$ cat src/rtl/tev_pkg.sv
package tev_pkg;

  localparam int SEC_W    = 7;
  localparam int MIN_W    = 7;
  localparam int HOUR_W   = 6;
  localparam int DOW_W    = 3;
  localparam int DATE_W   = 6;
  localparam int MONTH_W  = 5;

  // Flag bit positions, shared by status, clear, enable and disable.
  localparam int FLG_ACK  = 0;
  localparam int FLG_ALM  = 1;
  localparam int FLG_SEC  = 2;
  localparam int FLG_TIM  = 3;
  localparam int FLG_CAL  = 4;
  localparam int FLG_ERR  = 5;
  localparam int NUM_FLAGS = 6;

  typedef enum logic [1:0] {
    TSEL_MINUTE   = 2'd0,
    TSEL_HOUR     = 2'd1,
    TSEL_MIDNIGHT = 2'd2,
    TSEL_NOON     = 2'd3
  } tsel_e;

  typedef enum logic [1:0] {
    CSEL_WEEK  = 2'd0,
    CSEL_MONTH = 2'd1,
    CSEL_YEAR  = 2'd2,
    CSEL_NONE  = 2'd3
  } csel_e;

  // Strobes from control to the flag datapath.
  typedef struct packed {
    logic [NUM_FLAGS-1:0] setVec;
    logic [NUM_FLAGS-1:0] clrVec;
    logic [NUM_FLAGS-1:0] ienVec;
    logic [NUM_FLAGS-1:0] idisVec;
  } strobe_t;

endpackage

$ cat src/rtl/tev_event_detect.sv
module tev_event_detect
  import tev_pkg::*;
#(
  parameter logic [DOW_W-1:0]  MONDAY_CODE = 3'd1,
  parameter logic [HOUR_W-1:0] NOON_HOUR   = 6'h12
) (
  input  logic                 clk,
  input  logic                 rstN,
  input  logic [SEC_W-1:0]     secBcd,
  input  logic [MIN_W-1:0]     minBcd,
  input  logic [HOUR_W-1:0]    hourBcd,
  input  logic [DOW_W-1:0]     dayOfWeek,
  input  logic [DATE_W-1:0]    dateBcd,
  input  logic [MONTH_W-1:0]   monthBcd,
  input  logic                 alarmHit,
  input  logic                 updAck,
  input  logic                 timeErr,
  input  logic [1:0]           timeSel,
  input  logic [1:0]           calSel,
  input  logic [NUM_FLAGS-1:0] wrData,
  input  logic                 clrWr,
  input  logic                 ienWr,
  input  logic                 idisWr,
  output strobe_t              strobe
);

  localparam logic [DATE_W-1:0]  FIRST_DATE  = DATE_W'(1);
  localparam logic [MONTH_W-1:0] FIRST_MONTH = MONTH_W'(1);

  logic [SEC_W-1:0]  prevSec;
  logic [MIN_W-1:0]  prevMin;
  logic [HOUR_W-1:0] prevHour;
  logic              primed;

  // Previous-sample registers; primed blocks events on the first cycle out of reset.
  always_ff @(posedge clk or negedge rstN) begin
    if (!rstN) begin
      prevSec  <= '0;
      prevMin  <= '0;
      prevHour <= '0;
      primed   <= 1'b0;
    end else begin
      prevSec  <= secBcd;
      prevMin  <= minBcd;
      prevHour <= hourBcd;
      primed   <= 1'b1;
    end
  end

  logic secChg, minChg, hourChg, anyChg, topOfHour, atMidnight, atNoon;
  logic timeEvent, calEvent;
  tsel_e tSel;
  csel_e cSel;

  assign tSel = tsel_e'(timeSel);
  assign cSel = csel_e'(calSel);

  assign secChg    = primed && (secBcd  != prevSec);
  assign minChg    = primed && (minBcd  != prevMin);
  assign hourChg   = primed && (hourBcd != prevHour);
  assign anyChg    = secChg || minChg || hourChg;
  assign topOfHour = (minBcd == '0) && (secBcd == '0);
  assign atMidnight = anyChg && topOfHour && (hourBcd == '0);
  assign atNoon     = anyChg && topOfHour && (hourBcd == NOON_HOUR);

  always_comb begin
    unique case (tSel)
      TSEL_MINUTE:   timeEvent = minChg && (secBcd == '0);
      TSEL_HOUR:     timeEvent = hourChg && topOfHour;
      TSEL_MIDNIGHT: timeEvent = atMidnight;
      TSEL_NOON:     timeEvent = atNoon;
      default:       timeEvent = 1'b0;
    endcase
  end

  always_comb begin
    unique case (cSel)
      CSEL_WEEK:  calEvent = atMidnight && (dayOfWeek == MONDAY_CODE);
      CSEL_MONTH: calEvent = atMidnight && (dateBcd == FIRST_DATE);
      CSEL_YEAR:  calEvent = atMidnight && (dateBcd == FIRST_DATE)
                             && (monthBcd == FIRST_MONTH);
      default:    calEvent = 1'b0;
    endcase
  end

  always_comb begin
    strobe.setVec          = '0;
    strobe.setVec[FLG_ACK] = updAck;
    strobe.setVec[FLG_ALM] = alarmHit;
    strobe.setVec[FLG_SEC] = secChg;
    strobe.setVec[FLG_TIM] = timeEvent;
    strobe.setVec[FLG_CAL] = calEvent;
    strobe.setVec[FLG_ERR] = timeErr;
    strobe.clrVec          = clrWr  ? wrData : '0;
    strobe.ienVec          = ienWr  ? wrData : '0;
    strobe.idisVec         = idisWr ? wrData : '0;
  end

endmodule

$ cat src/rtl/tev_flag_bank.sv
module tev_flag_bank
  import tev_pkg::*;
(
  input  logic                 clk,
  input  logic                 rstN,
  input  strobe_t              strobe,
  output logic [NUM_FLAGS-1:0] status,
  output logic [NUM_FLAGS-1:0] mask,
  output logic                 irq
);

  for (genvar b = 0; b < NUM_FLAGS; b++) begin : g_flag
    logic flagQ;
    logic maskQ;

    // Set dominates clear so an event that coincides with a clear survives.
    always_ff @(posedge clk or negedge rstN) begin
      if (!rstN) begin
        flagQ <= 1'b0;
      end else begin
        flagQ <= strobe.setVec[b] | (flagQ & ~strobe.clrVec[b]);
      end
    end

    // Disable dominates enable on the same bit.
    always_ff @(posedge clk or negedge rstN) begin
      if (!rstN) begin
        maskQ <= 1'b0;
      end else if (strobe.idisVec[b]) begin
        maskQ <= 1'b0;
      end else if (strobe.ienVec[b]) begin
        maskQ <= 1'b1;
      end
    end

    assign status[b] = flagQ;
    assign mask[b]   = maskQ;
  end

  always_ff @(posedge clk or negedge rstN) begin
    if (!rstN) begin
      irq <= 1'b0;
    end else begin
      irq <= |(status & mask);
    end
  end

endmodule

$ cat src/rtl/time_event_status.sv
module time_event_status
  import tev_pkg::*;
#(
  parameter logic [DOW_W-1:0]  MONDAY_CODE = 3'd1,
  parameter logic [HOUR_W-1:0] NOON_HOUR   = 6'h12
) (
  input  logic                 clk,
  input  logic                 rstN,
  input  logic [SEC_W-1:0]     secBcd,
  input  logic [MIN_W-1:0]     minBcd,
  input  logic [HOUR_W-1:0]    hourBcd,
  input  logic [DOW_W-1:0]     dayOfWeek,
  input  logic [DATE_W-1:0]    dateBcd,
  input  logic [MONTH_W-1:0]   monthBcd,
  input  logic                 alarmHit,
  input  logic                 updAck,
  input  logic                 timeErr,
  input  logic [1:0]           timeSel,
  input  logic [1:0]           calSel,
  input  logic [NUM_FLAGS-1:0] wrData,
  input  logic                 clrWr,
  input  logic                 ienWr,
  input  logic                 idisWr,
  output logic [NUM_FLAGS-1:0] status,
  output logic [NUM_FLAGS-1:0] mask,
  output logic                 irq
);

  strobe_t strobe;

  tev_event_detect #(
    .MONDAY_CODE (MONDAY_CODE),
    .NOON_HOUR   (NOON_HOUR)
  ) u_detect (
    .clk       (clk),
    .rstN      (rstN),
    .secBcd    (secBcd),
    .minBcd    (minBcd),
    .hourBcd   (hourBcd),
    .dayOfWeek (dayOfWeek),
    .dateBcd   (dateBcd),
    .monthBcd  (monthBcd),
    .alarmHit  (alarmHit),
    .updAck    (updAck),
    .timeErr   (timeErr),
    .timeSel   (timeSel),
    .calSel    (calSel),
    .wrData    (wrData),
    .clrWr     (clrWr),
    .ienWr     (ienWr),
    .idisWr    (idisWr),
    .strobe    (strobe)
  );

  tev_flag_bank u_flags (
    .clk    (clk),
    .rstN   (rstN),
    .strobe (strobe),
    .status (status),
    .mask   (mask),
    .irq    (irq)
  );

endmodule

$ cat config.mk
export PLATFORM = sky130hd
export DESIGN_NAME = time_event_status
export DESIGN_NICKNAME = d
export VERILOG_FILES = /design/src/rtl/tev_pkg.sv /design/src/rtl/tev_event_detect.sv /design/src/rtl/tev_flag_bank.sv /design/src/rtl/time_event_status.sv
export SDC_FILE = /design/constraint.sdc
export NUM_CORES = 1
export LEC_CHECK = 0
export BUFFER_PORTS_ARGS = -buffer_cell sky130_fd_sc_hd__buf_2
export CAP_MARGIN = 15
export CORE_MARGIN = 2
export CORE_UTILIZATION = 31
export CTS_BUF_LIST = sky130_fd_sc_hd__clkbuf_4 sky130_fd_sc_hd__clkbuf_8 sky130_fd_sc_hd__clkbuf_16
export CTS_CLUSTER_DIAMETER = 120
export CTS_CLUSTER_SIZE = 10
export DETAILED_ROUTE_END_ITERATION = 16
export PLACE_DENSITY_LB_ADDON = 0.25
export SYNTH_ARGS = -nofsm -noshare
export SYNTH_HDL_FRONTEND = slang
export SYNTH_SLANG_ARGS = --single-unit
export TNS_END_PERCENT = 30
$ cat constraint.sdc
create_clock -name clk -period 4.4 [get_ports clk]
set_input_delay 0.88 -clock clk [delete_from_list [all_inputs] [get_ports clk]]
set_output_delay 0.88 -clock clk [all_outputs]
set_load 0.02 [all_outputs]
# Word level (Yosys, flattened, before mapping)
# Index checks and enable logic that the tools add are counted.
[totals] n_memories=0 out_inout_bits=13 register_bits=34 ramBits=0 in_bits=52 latchBits=0 elab_cells=91 rom_bits=0
[op_classes] n_shift=0 magnitude_cmp=0 mul=0 n_eq_ne=12 n_reduce_logical=26 bitwise_logic=19 n_div=0 n_addsub=0 muxes=17
[ops] op="$mux 6" n=3
[ops] op="$logic_not 7->1" n=2
[ops] op="$ne 7x7->1" n=2
[ops] op="$logic_and 1x1->1" n=12
[ops] op="$mux 1" n=12
[ops] op="$reduce_bool 2->1" n=6
[ops] op="$and 1x1->1" n=6
[ops] op="$and 6x6->6" n=1
[ops] op="$eq 2x2->1 const B" n=3
[ops] op="$eq 6x1->1 const B" n=1
[ops] op="$eq 6x5->1 const B" n=1
[ops] op="$logic_not 6->1" n=1
[ops] op="$ne 6x6->1" n=1
[ops] op="$not 1->1" n=6
[ops] op="$or 1x1->1" n=6
[ops] op="$reduce_or 6->1" n=1
[ops] op="$eq 5x1->1 const B" n=1
[ops] op="$eq 2x1->1 const B" n=2
[ops] op="$logic_not 2->1" n=2
[ops] op="$pmux 1 s4" n=1
[ops] op="$eq 3x1->1 const B" n=1
[ops] op="$pmux 1 s3" n=1
[ops] op="$logic_or 1x1->1" n=2

# Logic depth before layout (Yosys ltp)
# Gate-level depths: netlist (run 1).
[depth] ltp_word=10 mapped_depth=5

# Modules after synthesis
# From an unflattened synthesis (run 1), not the netlist that was laid out.
[unflattened] hier_cells=152 hier_area_um2=1664.1
[modules_own_cells] module="tev_event_detect" area_per_inst_um2=1107.3 cells_each=99 seq_area_each_um2=525.5 n_inst=1
[modules_own_cells] module="tev_flag_bank" area_per_inst_um2=556.8 cells_each=53 seq_area_each_um2=325.3 n_inst=1

# Worst setup path before layout (run 1)
# OpenSTA, ideal clock, no wires.
[synth_path] path_type="input to register" start="input dateBcd[1]" end="register u_flags.g_flag[4].flagQ" stages=5 path_slack_ns=2.316 t_arrival_ns=1.980 path_cell_list="or4b_1 nor3_2 a41oi_1 a2bb2oi_1 o41ai_2"
[synth_between] elab_chain_len=5
[synth_rtl] element="start: declaration" line="time_event_status.sv:13" rtl="input logic [DATE_W-1:0] dateBcd,"
[synth_rtl] element="$eq 6x1->1 (*)" line="tev_event_detect.sv:79, tev_event_detect.sv:80"
[synth_rtl] element="$logic_and 1x1->1 (*)" line="tev_event_detect.sv:79, tev_event_detect.sv:80"
[synth_rtl] element="$logic_and 1x1->1" line="tev_event_detect.sv:81" rtl="&& (monthBcd == FIRST_MONTH);"
[synth_rtl] element="$pmux 1 s3 (*)" line="tev_event_detect.sv:77" rtl="unique case (cSel)"
[synth_rtl] element="$or 1x1->1 (*)" line="tev_flag_bank.sv:21" rtl="flagQ <= strobe.setVec[b] | (flagQ & ~strobe.clrVec[b]);"
[synth_rtl] element="end signal: assignment" line="tev_flag_bank.sv:21"
[synth_rtl] element="end: declaration" line="tev_flag_bank.sv:13" rtl="logic flagQ;"
# Mark *: on every way between the ends. The rest lies on a longest branch, timed or not.
# A chain may end at the register's enable or synchronous reset.

# Worst setup path in the final report (run 1)
[layout_path] start="input minBcd[1]" end="register u_flags.g_flag[3].flagQ"
[layout_between] elab_chain_len=8
[layout_rtl] element="start: declaration" line="time_event_status.sv:10" rtl="input logic [MIN_W-1:0] minBcd,"
[layout_rtl] element="$ne 7x7->1" line="tev_event_detect.sv:59" rtl="assign minChg = primed && (minBcd != prevMin);"
[layout_rtl] element="$logic_and 1x1->1" line="tev_event_detect.sv:59"
[layout_rtl] element="$logic_or 1x1->1 (2 in series)" line="tev_event_detect.sv:61" rtl="assign anyChg = secChg || minChg || hourChg;"
[layout_rtl] element="$logic_and 1x1->1" line="tev_event_detect.sv:63, tev_event_detect.sv:64"
[layout_rtl] element="$logic_and 1x1->1 (on tied branches)" line="tev_event_detect.sv:64, tev_event_detect.sv:63"
[layout_rtl] element="$pmux 1 s4 (*)" line="tev_event_detect.sv:67" rtl="unique case (tSel)"
[layout_rtl] element="$or 1x1->1 (*)" line="tev_flag_bank.sv:21"
[layout_rtl] element="end signal: assignment" line="tev_flag_bank.sv:21"
[layout_rtl] element="end: declaration" line="tev_flag_bank.sv:13"
# Marked as above.

==> results of run 1 <==
[path summary, 6_finish.rpt]
kind	start	end	slack, ns
hold reg to reg	u_flags.g_flag[1].flagQ$_DFF_PN0_	u_flags.g_flag[1].flagQ$_DFF_PN0_	0.51
setup reg to reg	u_detect.prevMin[1]$_DFF_PN0_	u_flags.g_flag[3].flagQ$_DFF_PN0_	2.65
setup / recovery	minBcd[1]	u_flags.g_flag[3].flagQ$_DFF_PN0_	2.34
min in group asynchronous	rstN	u_detect.prevSec[4]$_DFF_PN0_	0.65
hold / removal	u_flags.g_flag[1].flagQ$_DFF_PN0_	u_flags.g_flag[1].flagQ$_DFF_PN0_	0.51
max in group asynchronous	rstN	u_flags.g_flag[0].flagQ$_DFF_PN0_	3.29
[through the flow]
| stage | worst slack [ns] | total power, µW | cells | hold slack [ns] |
|---|---|---|---|---|
| after detailed placement | 2.02 | 450 | 234 | 0.502 |
| after global placement | 2.03 | 449 | 234 | 0.493 |
| final | 2.34 | 719 | 242 | 0.507 |
| after CTS | 2.32 | 730 | 242 | 0.518 |
| after global routing | 2.17 | 758 | 242 | 0.537 |
| after floorplan | 2.32 | 405 | 128 | 0.471 |
[power breakdown]
group / internal, µW / switching [µW] / total [µW] / leakage (µW)
registers: 333 / 11.5 / 344 / 0.000395
logic: 43.5 / 54.6 / 98.1 / 0.000430
clock network: 166 / 110 / 277 / 0.0000579
total: 543 / 176 / 719 / 0.000883
[cells in the final DEF (no fill, tap or decap), types with 2 or more instances in the layout]
cell      netlist  layout
clkbuf_8        0       5
clkinv_2        0       2
dfrtp_1        34      34
nand4_1         3       3
buf_2           0      64
xor2_1         12      12
nor3_1          3       3
nand2_1        10      10
xnor2_1         8       8
a21oi_1        12      12
a21o_1          3       3
nor4_1          6       6
nor4b_1         2       2
a22oi_1         4       4
nand3_1         2       2
nor2_1          2       2
[final cells by class]
cell class,instances,area (µm²)
Clock buffer,5,68.8
Clock inverter,3,40.0
Fill cell,476,2780
Inverter,1,3.75
Multi-Input combinational cell,81,562
Sequential cell,34,851
Tap cell,54,67.6
Timing Repair Buffer,64,320
[sequential cells by signal, indices dropped and copies added (netlist names)]
signal / cells
u_detect.prevSec: 7
u_detect.prevMin: 7
u_detect.prevHour: 6
u_flags.irq: 1
u_detect.primed: 1
u_flags.g_flag.maskQ: 6
u_flags.g_flag.flagQ: 6
[critical path: stages]
cell and delay [ns]:
buf_2 0.11, xor2_1 0.13, nor4_1 0.33, nand4_1 0.19
o31ai_1 0.43, o211ai_1 0.14
[cell families after synthesis]
family                 synth area share, %
flip-flops                            56.5
XOR/XNOR                              11.6
other                                0.249
AND/OR/NAND/NOR                       13.8
buffers and inverters                 6.23
AO/OA/AOI/OAI                         11.6
[layer usage]
metal | GRT usage (%) | vias up | share of wire (%) | wire length, µm
met4 | 8.69 | 0 | 3.2 | 102
li1 | - | 566 | - | -
met5 | 0 | - | 0 | 0
met3 | 3.57 | 10 | 5.9 | 187
met1 | 14.7 | 541 | 41 | 1310
met2 | 20.2 | 41 | 50 | 1570
==> impl_metrics.tcl, run 1 <==
set metrics [dict create \
    yosysSeqAreaShare_pct 56.5 \
    post-route-period-util_pct 46.9 \
    die_h_um 73.7 \
    drive_gt1_share_pct 39.9 \
    setup_viol 0 \
    row_count 25 \
    clock-sinks 34 \
    yosys_warnings 0 \
    via_per_inst 4.79 \
    finalCriticalPeriod_ns 2.06 \
    worstSetupEndpointType "register" \
    firstDrtPassIters 4 \
    async_flop_share_pct 100 \
    place.gp.congestion 0.704 \
    synth_enable_flop_cells 0 \
    yosys.area.top_type "dfrtp_1" \
    synth.area.top_cells "dfrtp_1 (56%), xor2_1 (7.0%), buf_4 (6.0%), xnor2_1 (4.7%), a21oi_1 (4.0%)" \
    clk_pin_slew_ns 0.07 \
    syn_area_um2 1510 \
    die_x_um 73.7 \
    syn_nets 180 \
    final_area_um2 1910 \
    syn-mean-instance-area_um2 11.8 \
    start_kind "input port" \
    grt_max_degree 35 \
    critPathRequiredTime_ns 4.55 \
    drc_errors 0 \
    diodes 0 \
    cts_resized 0 \
    finalHoldViolCount 0 \
    portBuffers 64 \
    r2r_cells 5 \
    synth_cells 128 \
    slew_viol_final 0 \
    drtIter0Drc 43 \
    whs_path_depth 1 \
    power_per_cell_area_nw_per_um2 376 \
    clk_path_buf_depth 2 \
    fin_nets 239 \
    die_area_um2 5430 \
    num_vias 1158 \
    slew_headroom_pct 51.3 \
    drv_cap 0 \
    status "complete, no violations" \
    io_pins 65 \
    dpl.hpwl_um 2510 \
    ant_nets 0 \
    leakage_uw 0.000883 \
    synth_common_cells "dfrtp_1 (34), a21oi_1 (12), buf_4 (12), xor2_1 (12), nand2_1 (10)" \
    grt_pass1_wl_um 5010 \
    critical_path.max_fanout 3 \
    numCtsBuffers 5 \
    tightest_slew_ns 0.730 \
    start_util_pct 32.1 \
    coreArea_um2 4690 \
    overflow 0 \
    skew_ns 0.00526 \
    hold_buffers 0 \
    htreeDepth 2 \
    final_core_util_pct 40.8 \
    insertion_delay_ns 0.29 \
    worstSetupPathType "in -> reg" \
    timing.fmax_mhz 485 \
    arrival_ns 2.22 \
    grt.total_usage_pct 12.7 \
    grt_pass1_vias 1126 \
    rsz0062_at_grt "no" \
    synth_top_cell_area_share_pct 56.5 \
    synth_seq_cells 34 \
    wl_um 3170 \
    place_area_um2 1800 \
    ctsRootBufferMaster "clkbuf_8" \
    ir_drop_mv 0.110 \
    detail_route.wl_per_cell_um 13.1 \
    synth_cell_types 29 \
    setup_tns_ns 0 \
    yosysMostFrequentCell "dfrtp_1" \
    cts_tree "yes" \
    area_growth_pct 27.0 \
    hold_path.class "reg -> reg" \
    post_cts_buffers 0 \
    antenna_found_initial 0 \
    synth_ff_type "dfrtp_1" \
]
(Power assumes the default switching activity.)
==> run 2: changes to the inputs <==
==> constraint.sdc (replaced) <==
create_clock -name clk -period 1.66 [get_ports clk]
set_input_delay 0.332 -clock clk [delete_from_list [all_inputs] [get_ports clk]]
set_output_delay 0.332 -clock clk [all_outputs]
set_load 0.02 [all_outputs]
==> impl_metrics.tcl, run 2 (synthesis gave the netlist of run 1 again) <==
set metrics [dict create \
    slew_viol_final 0 \
    ir_drop_mv 0.309 \
    internal_power_uw 1460 \
    p_comb_share_pct 14.4 \
    drc_errors 0 \
    grt_pass1_vias 1240 \
    clock-sinks 34 \
    finalHoldViolCount 0 \
    io_pins 65 \
    diodes 0 \
    power_per_cell_area_nw_per_um2 958 \
    start_kind "register" \
    antenna_found_initial 0 \
    grt_max_degree 35 \
    fin_nets 250 \
    overflow 0 \
    post_cts_buffers 0 \
    insertion_delay_ns 0.28 \
    detail_route.wl_per_cell_um 13.0 \
    die_h_um 73.7 \
    drive_gt1_share_pct 44.2 \
    skew_ns 0.00664 \
    fillCellCount 472 \
    dpl.hpwl_um 2550 \
    critPathRequiredTime_ns 1.83 \
    clk_pin_slew_ns 0.07 \
    setup_tns_ns 0 \
    rsz0062_at_grt "yes" \
    setup_viol 0 \
    arrival_ns 1.77 \
    hold_path.class "in -> reg" \
    wl_um 3280 \
    clk_path_buf_depth 2 \
    final_area_um2 2030 \
    worstSetupPathType "reg -> reg" \
    final_common_cell "buf_2" \
    via_per_inst 4.58 \
    coreArea_um2 4690 \
    swShare_pct 25.2 \
    die_area_um2 5430 \
    leakage_uw 0.000931 \
    status "complete, no violations" \
    critical_path.max_fanout 2 \
    numCtsBuffers 5 \
    ctsRootBufferMaster "clkbuf_8" \
    grt_pass1_wl_um 5420 \
    num_vias 1158 \
    post-route-period-util_pct 96.5 \
    firstDrtPassIters 4 \
    worstSetupEndpointType "register" \
    final_cell_mix "buf_2 (64), dfrtp_1 (34), xor2_1 (12), a21oi_1 (12), nand2_1 (10)" \
    row_count 25 \
    area_growth_pct 35.0 \
    p_sw_uw 492 \
    p_clk_share_pct 38.8 \
    die_x_um 73.7 \
    place.gp.congestion 0.712 \
    timing.fmax_mhz 624 \
    reg_top3 "u_detect.prevMin (7), u_detect.prevSec (7)" \
    ant_nets 0 \
    finalCriticalPeriod_ns 1.60 \
    drtIter0Drc 49 \
    drv_cap 0 \
    start_util_pct 32.1 \
    grt.total_usage_pct 13.2 \
    seqPwrFrac_pct 46.8 \
    cts_tree "yes" \
    reg2reg_slack_ns 0.06 \
    portBuffers 64 \
    htreeDepth 2 \
    place_area_um2 1890 \
]
[run 2: final timing paths]
path | endpoint | start | cells past startpoint
max | u_flags.g_flag[3].flagQ$_DFF_PN0_ | u_detect.prevMin[1]$_DFF_PN0_ | 6
min in group asynchronous | u_detect.prevMin[4]$_DFF_PN0_ | rstN | 3
max reg2reg | u_flags.g_flag[3].flagQ$_DFF_PN0_ | u_detect.prevMin[1]$_DFF_PN0_ | 6
max in group asynchronous | u_flags.g_flag[5].flagQ$_DFF_PN0_ | rstN | 3
min | u_detect.prevMin[6]$_DFF_PN0_ | minBcd[6] | 1
min reg2reg | u_flags.g_flag[0].flagQ$_DFF_PN0_ | u_flags.g_flag[0].flagQ$_DFF_PN0_ | 1
[run 2: final cells by class]
type                    instances  area [µm²]  area share (%)
flip-flops and latches         34         851            41.8
multi-input cells              81         579            28.5
inverters                       1        3.75           0.185
clock buffers                   5        68.8            3.38
clock inverters                 3        45.0            2.22
well taps                      54        67.6            3.32
repair buffers                 75         418            20.6
[run 2: stage by stage]
| step | util, % | power, µW | std cells | hold WS, ns | setup WS [ns] |
|---|---|---|---|---|---|
| after floorplan | - | 1070 | 128 | 0.0364 | 0.124 |
| after global placement | 40.3 | 1200 | 244 | 0.305 | -0.0901 |
| after detailed placement | 40.3 | 1210 | 244 | 0.304 | -0.116 |
| after CTS | 43.0 | 1970 | 253 | 0.183 | 0.00693 |
| after global routing | 43.3 | 2040 | 253 | 0.179 | -0.0449 |
| final | 43.3 | 1950 | 253 | 0.189 | 0.0583 |
[run 2: power by group through the flow]
stage | Clock (µW) | Combinational (µW) | Sequential (µW)
CTS | 776 | 281 | 913
global placement | 0 | 275 | 927
detailed placement | 0 | 278 | 929
global route | 806 | 316 | 919
floorplan | 0 | 146 | 927
finish | 756 | 280 | 912
[run 2: per-layer routing]
layer	track usage, %	vias up	wire, µm
met1	15.9	535	1430
met3	4.39	5	157
met2	21.4	34	1630
li1	-	584	-
met5	0	-	0
met4	6.06	0	64
[run 2: critical path: stages (launching register included)]
cell and delay (ns):
dfrtp_1 0.37, xor2_1 0.15, nor4_2 0.30, nand4_1 0.18, o31ai_2 0.26, buf_4 0.15
o211ai_1 0.07
[run 2: timing repair]
| item | in CTS | in global routing |
|---|---|---|
| setup endpoints to repair | 0 | 2 |
| hold buffers | 1 | 0 |
| endpoints found under the hold margin | 12 | 0 |
| gates resized for setup | 0 | 3 |
